<file path="config.mk">
export PLATFORM = sky130hd
export DESIGN_NAME = width_alu
export DESIGN_NICKNAME = d
export VERILOG_FILES = /design/src/rtl/width_alu_pkg.sv /design/src/rtl/width_alu_ctrl.sv /design/src/rtl/width_alu_datapath.sv /design/src/rtl/width_alu_flags.sv /design/src/rtl/width_alu.sv
export SDC_FILE = /design/constraint.sdc
export NUM_CORES = 1
export LEC_CHECK = 0
export ABC_CLOCK_PERIOD_IN_PS = 6000
export BUFFER_PORTS_ARGS = -buffer_cell sky130_fd_sc_hd__clkbuf_2
export CORE_MARGIN = 3
export CORE_UTILIZATION = 50
export DETAILED_ROUTE_END_ITERATION = 10
export GPL_TIMING_DRIVEN = 0
export PLACE_DENSITY_LB_ADDON = 0.25
export SETUP_SLACK_MARGIN = 0.15
export SLEW_MARGIN = 5
export SYNTH_ARGS = -nofsm -noshare
export SYNTH_HDL_FRONTEND = slang
export SYNTH_SLANG_ARGS = --single-unit
</file>
<file path="constraint.sdc">
create_clock -name vclk -period 6
set_clock_uncertainty 0.1 [all_clocks]
set_input_delay 0.3 -clock vclk [all_inputs]
set_output_delay 0.3 -clock vclk [all_outputs]
set_load 0.01 [all_outputs]
</file>
<file path="src/rtl/width_alu_pkg.sv">
package width_alu_pkg;
  localparam int LANES  = 3;
  localparam int BASE_W = 8;
  localparam int DATA_W = BASE_W << (LANES - 1);
  localparam int OP_W   = 3;
  localparam int SIZE_W = 2;

  // strobes from the decoder to the datapath and flag unit
  typedef struct packed {
    logic             doAdd;
    logic             doSub;
    logic             doAnd;
    logic             doOr;
    logic             doXor;
    logic             doNot;
    logic             doPass;
    logic [LANES-1:0] laneSel;
  } aluCtrl_t;
endpackage

</file>
<file path="src/rtl/width_alu_ctrl.sv">
module width_alu_ctrl
  import width_alu_pkg::*;
(
  input  logic [OP_W-1:0]   opSel,
  input  logic [SIZE_W-1:0] sizeSel,
  output aluCtrl_t          ctrl
);
  always_comb begin
    ctrl = '0;
    case (opSel)
      3'd0:    ctrl.doAdd = 1'b1;
      3'd1:    ctrl.doSub = 1'b1;
      3'd2:    ctrl.doAnd = 1'b1;
      3'd3:    ctrl.doOr  = 1'b1;
      3'd4:    ctrl.doXor = 1'b1;
      3'd5:    ctrl.doNot = 1'b1;
      default: ctrl.doPass = 1'b1;
    endcase
    // codes beyond the widest lane fold onto the widest lane
    for (int i = 0; i < LANES; i++) begin
      if (i == LANES - 1) ctrl.laneSel[i] = (int'(sizeSel) >= i);
      else                ctrl.laneSel[i] = (int'(sizeSel) == i);
    end
  end
endmodule

</file>
<file path="src/rtl/width_alu_datapath.sv">
module width_alu_datapath
  import width_alu_pkg::*;
(
  input  logic [DATA_W-1:0] opA,
  input  logic [DATA_W-1:0] opB,
  input  aluCtrl_t          ctrl,
  output logic [DATA_W-1:0] result,
  output logic              selCout,
  output logic              selCmsb,
  output logic              nibCarry
);
  logic [DATA_W-1:0] bEff;
  logic [DATA_W:0]   sumFull;
  logic [DATA_W-1:0] logicRes;
  logic [DATA_W-1:0] opRes;
  logic [DATA_W-1:0] widthMask;
  logic [LANES-1:0]  laneCout;
  logic [LANES-1:0]  laneCmsb;
  logic [DATA_W-1:0] laneMask [LANES];
  logic              isArith;

  assign isArith = ctrl.doAdd | ctrl.doSub;
  assign bEff    = ctrl.doSub ? ~opB : opB;
  assign sumFull = {1'b0, opA} + {1'b0, bEff} + {{DATA_W{1'b0}}, ctrl.doSub};

  // carry entering bit 4 recovered from the sum
  assign nibCarry = sumFull[4] ^ opA[4] ^ bEff[4];

  always_comb begin
    logicRes = opA;
    if (ctrl.doAnd) logicRes = opA & opB;
    if (ctrl.doOr)  logicRes = opA | opB;
    if (ctrl.doXor) logicRes = opA ^ opB;
    if (ctrl.doNot) logicRes = ~opA;
  end

  assign opRes = isArith ? sumFull[DATA_W-1:0] : logicRes;

  for (genvar g = 0; g < LANES; g++) begin : gLane
    localparam int W = BASE_W << g;
    assign laneMask[g] = {DATA_W{1'b1}} >> (DATA_W - W);
    if (W == DATA_W) begin : gTop
      assign laneCout[g] = sumFull[DATA_W];
    end else begin : gMid
      assign laneCout[g] = sumFull[W] ^ opA[W] ^ bEff[W];
    end
    assign laneCmsb[g] = sumFull[W-1] ^ opA[W-1] ^ bEff[W-1];
  end

  always_comb begin
    widthMask = '0;
    for (int i = 0; i < LANES; i++)
      if (ctrl.laneSel[i]) widthMask = widthMask | laneMask[i];
  end

  assign selCout = |(laneCout & ctrl.laneSel);
  assign selCmsb = |(laneCmsb & ctrl.laneSel);
  assign result  = (opRes & widthMask) | (opA & ~widthMask);

  // the decoder must hand over exactly one width
  always_comb begin
    AST_ONE_LANE: assert ($onehot(ctrl.laneSel))
      else $error("lane select not one-hot");
  end
endmodule

</file>
<file path="src/rtl/width_alu_flags.sv">
module width_alu_flags
  import width_alu_pkg::*;
(
  input  logic [DATA_W-1:0] result,
  input  logic [LANES-1:0]  laneSel,
  input  logic              isArith,
  input  logic              isSub,
  input  logic              selCout,
  input  logic              selCmsb,
  input  logic              nibCarry,
  output logic              carryFlag,
  output logic              parityFlag,
  output logic              auxFlag,
  output logic              zeroFlag,
  output logic              signFlag,
  output logic              overflowFlag
);
  logic [LANES-1:0] laneZero;
  logic [LANES-1:0] laneSign;

  for (genvar g = 0; g < LANES; g++) begin : gLane
    localparam int W = BASE_W << g;
    assign laneZero[g] = (result[W-1:0] == '0);
    assign laneSign[g] = result[W-1];
  end

  assign zeroFlag     = |(laneZero & laneSel);
  assign signFlag     = |(laneSign & laneSel);
  assign parityFlag   = ~^result[BASE_W-1:0];
  assign carryFlag    = isArith & (selCout ^ isSub);
  assign auxFlag      = isArith & (nibCarry ^ isSub);
  assign overflowFlag = isArith & (selCout ^ selCmsb);

  always_comb begin
    // an all-zero low byte always has even parity
    AST_ZERO_PARITY: assert (!zeroFlag || parityFlag)
      else $error("zero result without even parity");
    AST_ZERO_NOT_NEG: assert (!(zeroFlag && signFlag))
      else $error("zero result flagged negative");
  end
endmodule

</file>
<file path="src/rtl/width_alu.sv">
module width_alu
  import width_alu_pkg::*;
(
  input  logic [31:0] opA,
  input  logic [31:0] opB,
  input  logic [2:0]  opSel,
  input  logic [1:0]  sizeSel,
  output logic [31:0] result,
  output logic        carryFlag,
  output logic        parityFlag,
  output logic        auxFlag,
  output logic        zeroFlag,
  output logic        signFlag,
  output logic        overflowFlag
);
  aluCtrl_t ctrl;
  logic     selCout;
  logic     selCmsb;
  logic     nibCarry;

  width_alu_ctrl uCtrl (
    .opSel   (opSel),
    .sizeSel (sizeSel),
    .ctrl    (ctrl)
  );

  width_alu_datapath uPath (
    .opA      (opA),
    .opB      (opB),
    .ctrl     (ctrl),
    .result   (result),
    .selCout  (selCout),
    .selCmsb  (selCmsb),
    .nibCarry (nibCarry)
  );

  width_alu_flags uFlags (
    .result       (result),
    .laneSel      (ctrl.laneSel),
    .isArith      (ctrl.doAdd | ctrl.doSub),
    .isSub        (ctrl.doSub),
    .selCout      (selCout),
    .selCmsb      (selCmsb),
    .nibCarry     (nibCarry),
    .carryFlag    (carryFlag),
    .parityFlag   (parityFlag),
    .auxFlag      (auxFlag),
    .zeroFlag     (zeroFlag),
    .signFlag     (signFlag),
    .overflowFlag (overflowFlag)
  );

  always_comb begin
    if (opSel >= 3'd2) begin
      AST_LOGIC_CLEAR: assert (!carryFlag && !overflowFlag && !auxFlag)
        else $error("non-arithmetic code raised an arithmetic flag");
    end
    if (sizeSel == 2'd0) begin
      AST_UPPER_KEEP8: assert (result[31:8] == opA[31:8])
        else $error("upper bits not preserved at 8-bit width");
    end
    if (sizeSel == 2'd1) begin
      AST_UPPER_KEEP16: assert (result[31:16] == opA[31:16])
        else $error("upper bits not preserved at 16-bit width");
    end
  end
endmodule

</file>
==> impl_metrics.toml, run 1 <==
[place]
port_buffers = 105
placed_cells = 1089
hpwl_um = 16200
routabilityCongestion = 1.06
placed_area_um2 = 6400
post-place-ws_ns = -1.12

[worst_hold_path]
hold_class = "in -> out"
holdPathStages = 4
holdCritStartpoint = "opA[29]"
holdPathEnd = "result[29]"

[setup_path]
critPathKind = "in -> out"
cp.required_ns = 5.60
startpoint_type = "input pin"
cp-end-kind = "output port"
cp.arrival_ns = 5.19
critPathMaxFanout = 10

[global_routing]
globalRouteOverflowTotal = 0
grt_pass1_vias = 5940
grt_use_total_pct = 30.4
grt_max_degree = 11
antenna_found_initial = 0
grt_pass1_wl_um = 31500

[synthesis]
synth.area.mux_share_pct = 4.13
yosys.area_share.xor_xnor_pct = 10.5
synth.avg_cell_area_um2 = 6.75
ys_seq_area_share_pct = 0
synth_cells = 844
synth_top_family_by_area = "compound AO/OA/AOI/OAI gates"
syn-num-nets = 1017
yosysUniqueCellTypes = 88
synth_compound_area_share_pct = 31.7
yosys_warnings = 0
yosys.area_share.adder_pct = 23.0
netlist_area_um2 = 5700
synth-simple-area-share_pct = 20.6

[job]
max_cap_violations = 0

[cells_and_area]
final_area_um2 = 6450
n_clock_buffer = 0
nNetsFinal = 1125
multi_input_area_um2 = 5150
finalNonFillerCells = 1090
regArea_um2 = 0
numSequentialCells = 0
final_common_cell = "clkbuf_2"
final_util_pct = 58.7
nFillCells = 1109
diodes = 0
area.growth.synth_to_final_pct = 13.2
drive_gt1_share_pct = 16.1
layout_common_cells = "clkbuf_2, ha_1, nand2_1, inv_1, a21oi_1"

[floorplanning]
fp.dieW_um = 113
core_um2 = 11000
dieArea_um2 = 12700
initial_utilization_pct = 51.9
rows = 38
ios = 107
fp.dieH_um = 113

[drt]
vias_per_cell = 6.12
wirelength_um = 20000
wl_per_cell_um = 18.4
via_count = 6674
drc = 0
drtAntennaViolNets = 0
drt_iter0_drc = 799
first_pass_iters = 6

[timing]
finalSetupTns_ns = 0
layout_min_cycle_time_ns = 5.59
fmax_ghz = 0.179
timing.slew.headroom_pct = 32.3
finalCritPeriodShare_pct = 93.1
hold_slack_ns = 0.891
drv_slew = 0
rsz0062_at_grt = "false"
layout_setup_ws_ns = 0.414
hold_viol = 0
tightest_slew_ns = 1.01
finalSetupViolCount = 0

[clocking]
hold_buffers = 0

[power_and_ir_drop]
vdd_ir_drop_max_uv = 62.3
total_power_mw = 0.765
p_leak_nw = 3.11
power_density_nw_per_um2 = 118

[status]
outcome = "finished clean"
final cells by class:
class,instances,area share (%)
Buffer,49,4.27
Inverter,83,4.83
Multi-Input combinational cell,711,79.8
Tap cell,140,2.71
Timing Repair Buffer,107,8.38
synthesized netlist by cell type (6+ instances only):
cell | instances | area share [%]
nand3_1 | 8 | 0.70
a21oi_1 | 76 | 6.7
a21o_1 | 8 | 1.1
o21ai_0 | 40 | 3.5
nand2_1 | 91 | 6.0
nor2b_1 | 12 | 1.3
inv_1 | 78 | 5.1
o211ai_1 | 14 | 1.8
o21ai_1 | 30 | 2.6
nand4_1 | 11 | 1.2
mux2i_1 | 19 | 3.3
xor2_1 | 10 | 1.5
a31oi_1 | 8 | 0.88
clkbuf_1 | 31 | 2.0
nor2_1 | 65 | 4.3
ha_1 | 103 | 23
xnor2_1 | 53 | 8.1
nor4b_1 | 6 | 0.92
nor4_1 | 8 | 0.88
a221oi_1 | 8 | 1.2
o221ai_1 | 12 | 1.8
buf_1 | 8 | 0.53
a211oi_1 | 8 | 1.1
o21a_1 | 7 | 0.92
nor3_1 | 12 | 1.1
a211o_1 | 6 | 0.92
logic make-up (layout without fill, tap and decap cells):
group | after synthesis | in the layout
AOI/OAI and AO/OA | 273 | 273
muxes | 22 | 22
xor gates and xnor gates | 65 | 65
adders and majority gates | 104 | 104
and+or+nand+nor | 247 | 247
buffers and inverters | 133 | 239
layer usage:
metal | global-route usage [%] | share of wire [%] | vias up
li1 | - | - | 3264
met1 | 45.8 | 46 | 3040
met2 | 47.0 | 42 | 325
met3 | 3.26 | 9.7 | 45
met4 | 5.29 | 2.0 | 0
met5 | 0 | 0 | -
where the power goes:
group	internal (mW)	switching [mW]
Clock	0	0
Sequential	0	0
Combinational	0.304	0.460
Total	0.304	0.460
critical path: stages:
cell	delay, ns
clkbuf_2	0.15
clkbuf_2	0.23
nor3b_4	0.35
buf_6	0.25
buf_4	0.26
xnor2_1	0.14
ha_1	0.32
and2_4	0.21
a221oi_4	0.28
a21oi_2	0.12
o211a_1	0.29
or4_1	0.50
a31o_1	0.26
or4_1	0.62
nor4_2	0.34
nand4_1	0.17
a21oi_1	0.22
clkbuf_2	0.16
how the worst max path moves through the flow:
stage | startpoint | endpoint | slack, ns | depth (start not counted)
after CTS | opSel[0] | zeroFlag | 0.20 | 18
after global placement | opSel[0] | zeroFlag | -1.05 | 21
after floorplan | opSel[0] | zeroFlag | 0.61 | 16
after detailed placement | opSel[0] | zeroFlag | -1.12 | 18
after global routing | opSel[0] | zeroFlag | 0.19 | 18
final | opSel[0] | zeroFlag | 0.41 | 18
repair_timing:
| action | CTS | global route |
|---|---|---|
| buffers inserted | 1 | 1 |
| resized for setup | 10 | 9 |
| endpoints found under the setup margin | 12 | 1 |
Power figures use the tool's default switching activity.
==> run 2: changes to the inputs <==
--- a/config.mk
+++ b/config.mk
@@ -5,7 +5,7 @@
 export SDC_FILE = /design/constraint.sdc
 export NUM_CORES = 1
 export LEC_CHECK = 0
-export ABC_CLOCK_PERIOD_IN_PS = 6000
+export ABC_CLOCK_PERIOD_IN_PS = 6400
 export BUFFER_PORTS_ARGS = -buffer_cell sky130_fd_sc_hd__clkbuf_2
 export CORE_MARGIN = 3
 export CORE_UTILIZATION = 50
@@ -13,7 +13,7 @@
 export GPL_TIMING_DRIVEN = 0
 export PLACE_DENSITY_LB_ADDON = 0.25
 export SETUP_SLACK_MARGIN = 0.15
-export SLEW_MARGIN = 5
+export SLEW_MARGIN = 20
 export SYNTH_ARGS = -nofsm -noshare
 export SYNTH_HDL_FRONTEND = slang
 export SYNTH_SLANG_ARGS = --single-unit
==> constraint.sdc (replaced) <==
create_clock -name vclk -period 6.4
set_clock_uncertainty 0.1 [all_clocks]
set_input_delay 0.32 -clock vclk [all_inputs]
set_output_delay 0.32 -clock vclk [all_outputs]
set_load 0.01 [all_outputs]
==> run 2 against run 1 <==
Against the previous run: first-iteration DRC count down 14%; setup slack better by 0.072 ns; combinational power down 6.4%; core utilization down 0.20 points; cell area down 0.35%; worst hold slack better by 0.041 ns; sequential share of layout area unchanged; final cell count unchanged; clock-buffer cell count unchanged; wire length about the same; largest cell class unchanged.
==> impl_metrics.toml, run 2 (synthesis gave the netlist of run 1 again) <==
[status]
outcome = "finished clean"

[cells_and_area]
diodes = 0
drive_gt1_share_pct = 15.6
n_clock_buffer = 0
layout_common_cells = "clkbuf_2, ha_1, nand2_1, inv_1, a21oi_1"
final_util_pct = 58.5
nNetsFinal = 1125
regArea_um2 = 0
final_common_cell = "clkbuf_2"
area.growth.synth_to_final_pct = 12.8
numSequentialCells = 0

[timing]
rsz0062_at_grt = "false"
tightest_slew_ns = 1.03
timing.slew.headroom_pct = 31.1
hold_viol = 0
hold_slack_ns = 0.932
layout_min_cycle_time_ns = 5.91
finalCritPeriodShare_pct = 92.4
drv_slew = 0
finalSetupViolCount = 0
fmax_ghz = 0.169

[worst_hold_path]
holdPathStages = 4
hold_class = "in -> out"

[drt]
drtAntennaViolNets = 0
via_count = 6693
wirelength_um = 20000
drt_iter0_drc = 687
vias_per_cell = 6.14
first_pass_iters = 6
wl_per_cell_um = 18.4
drc = 0

[setup_path]
crit_chain = "clkbuf_1 -> clkbuf_1 -> clkbuf_1 -> clkbuf_1 -> clkbuf_1 -> buf_1 -> buf_1 -> nand2_1 -> o21a_1 -> inv_1 -> ha_1 -> nand4_1 -> nor4b_2 -> nand4b_1 -> o32a_2 -> a21oi_1 -> clkbuf_2"
worst_path_max_delay_cell = "clkbuf_1"
cpLargestDelayFamily = "buffers and inverters"
startpoint_type = "input pin"
critPathBufInv = 9
cp-end-kind = "output port"
cp.arrival_ns = 5.49
cp_num_cells = 17
max_stage_delay_ns = 0.58
critPathMaxFanout = 10
cpMostUsedCell = "clkbuf_1"
cp.required_ns = 5.98
critPathKind = "in -> out"

[job]
max_cap_violations = 0

[place]
port_buffers = 105
hpwl_um = 16200
routabilityCongestion = 1.06

[floorplanning]
ios = 107
initial_utilization_pct = 51.9
core_um2 = 11000
fp.dieW_um = 113
fp.dieH_um = 113
dieArea_um2 = 12700
rows = 38

[global_routing]
globalRouteOverflowTotal = 0
antenna_found_initial = 1
grt_pass1_wl_um = 31400
grt_max_degree = 11
grt_pass1_vias = 5971
grt_use_total_pct = 30.4

[power_and_ir_drop]
power_density_nw_per_um2 = 111
vdd_ir_drop_max_uv = 58.2
p_leak_nw = 3.09

[clocking]
hold_buffers = 0
run 2: cell types whose count changed in the layout (fill, tap and decap cells not counted):
cell / delta
a221oi_1: +1
a221oi_2: -1
buf_4: -2
buf_6: -1
clkbuf_1: +3
clkbuf_2: -2
clkbuf_4: +2
nor4_1: +1
nor4_2: -1
run 2: area by class of cell:
cell class / count / area [um^2]
well taps: 140 / 175
repair buffers: 106 / 533
fillers: 1113 / 4550
multi-input cells: 711 / 5140
plain buffers: 50 / 273
inverters: 83 / 312
run 2: through the flow:
step           setup TNS, ns  setup slack, ns  cell area (um^2)  power [mW]  instances
3_3_place_gp          -0.693           -0.693              6400       0.690       1089
2_1_floorplan              0            0.969              5700       0.491        844
4_1_cts                    0            0.324              6430       0.700       1090
6_report                   0            0.487              6430       0.716       1090
5_1_grt                    0            0.197              6430       0.785       1090
3_5_place_dp          -0.755           -0.755              6400       0.695       1089
run 2: path summary, 6_finish.rpt:
| check | startpoint | to | slack (ns) |
|---|---|---|---|
| min | opA[29] | result[29] | 0.93 |
| max | opSel[2] | zeroFlag | 0.49 |
run 2: timing repair:
action | in CTS | in global routing
setup endpoints to repair | 4 | 1
resized for setup | 6 | 7
buffers inserted | 1 | 0
run 2: routing by layer:
layer	part of all wire [%]	vias to the layer above	GRT usage, %	routed length (um)
li1	-	3259	-	-
met1	46	3028	45.1	9150
met2	42	349	46.7	8380
met3	9.8	55	4.55	1970
met4	2.5	2	6.09	502
met5	0.065	-	0	13
run 2: where the power goes:
part | switching (mW) | internal [mW]
Sequential | 0 | 0
Combinational | 0.432 | 0.284
Clock | 0 | 0
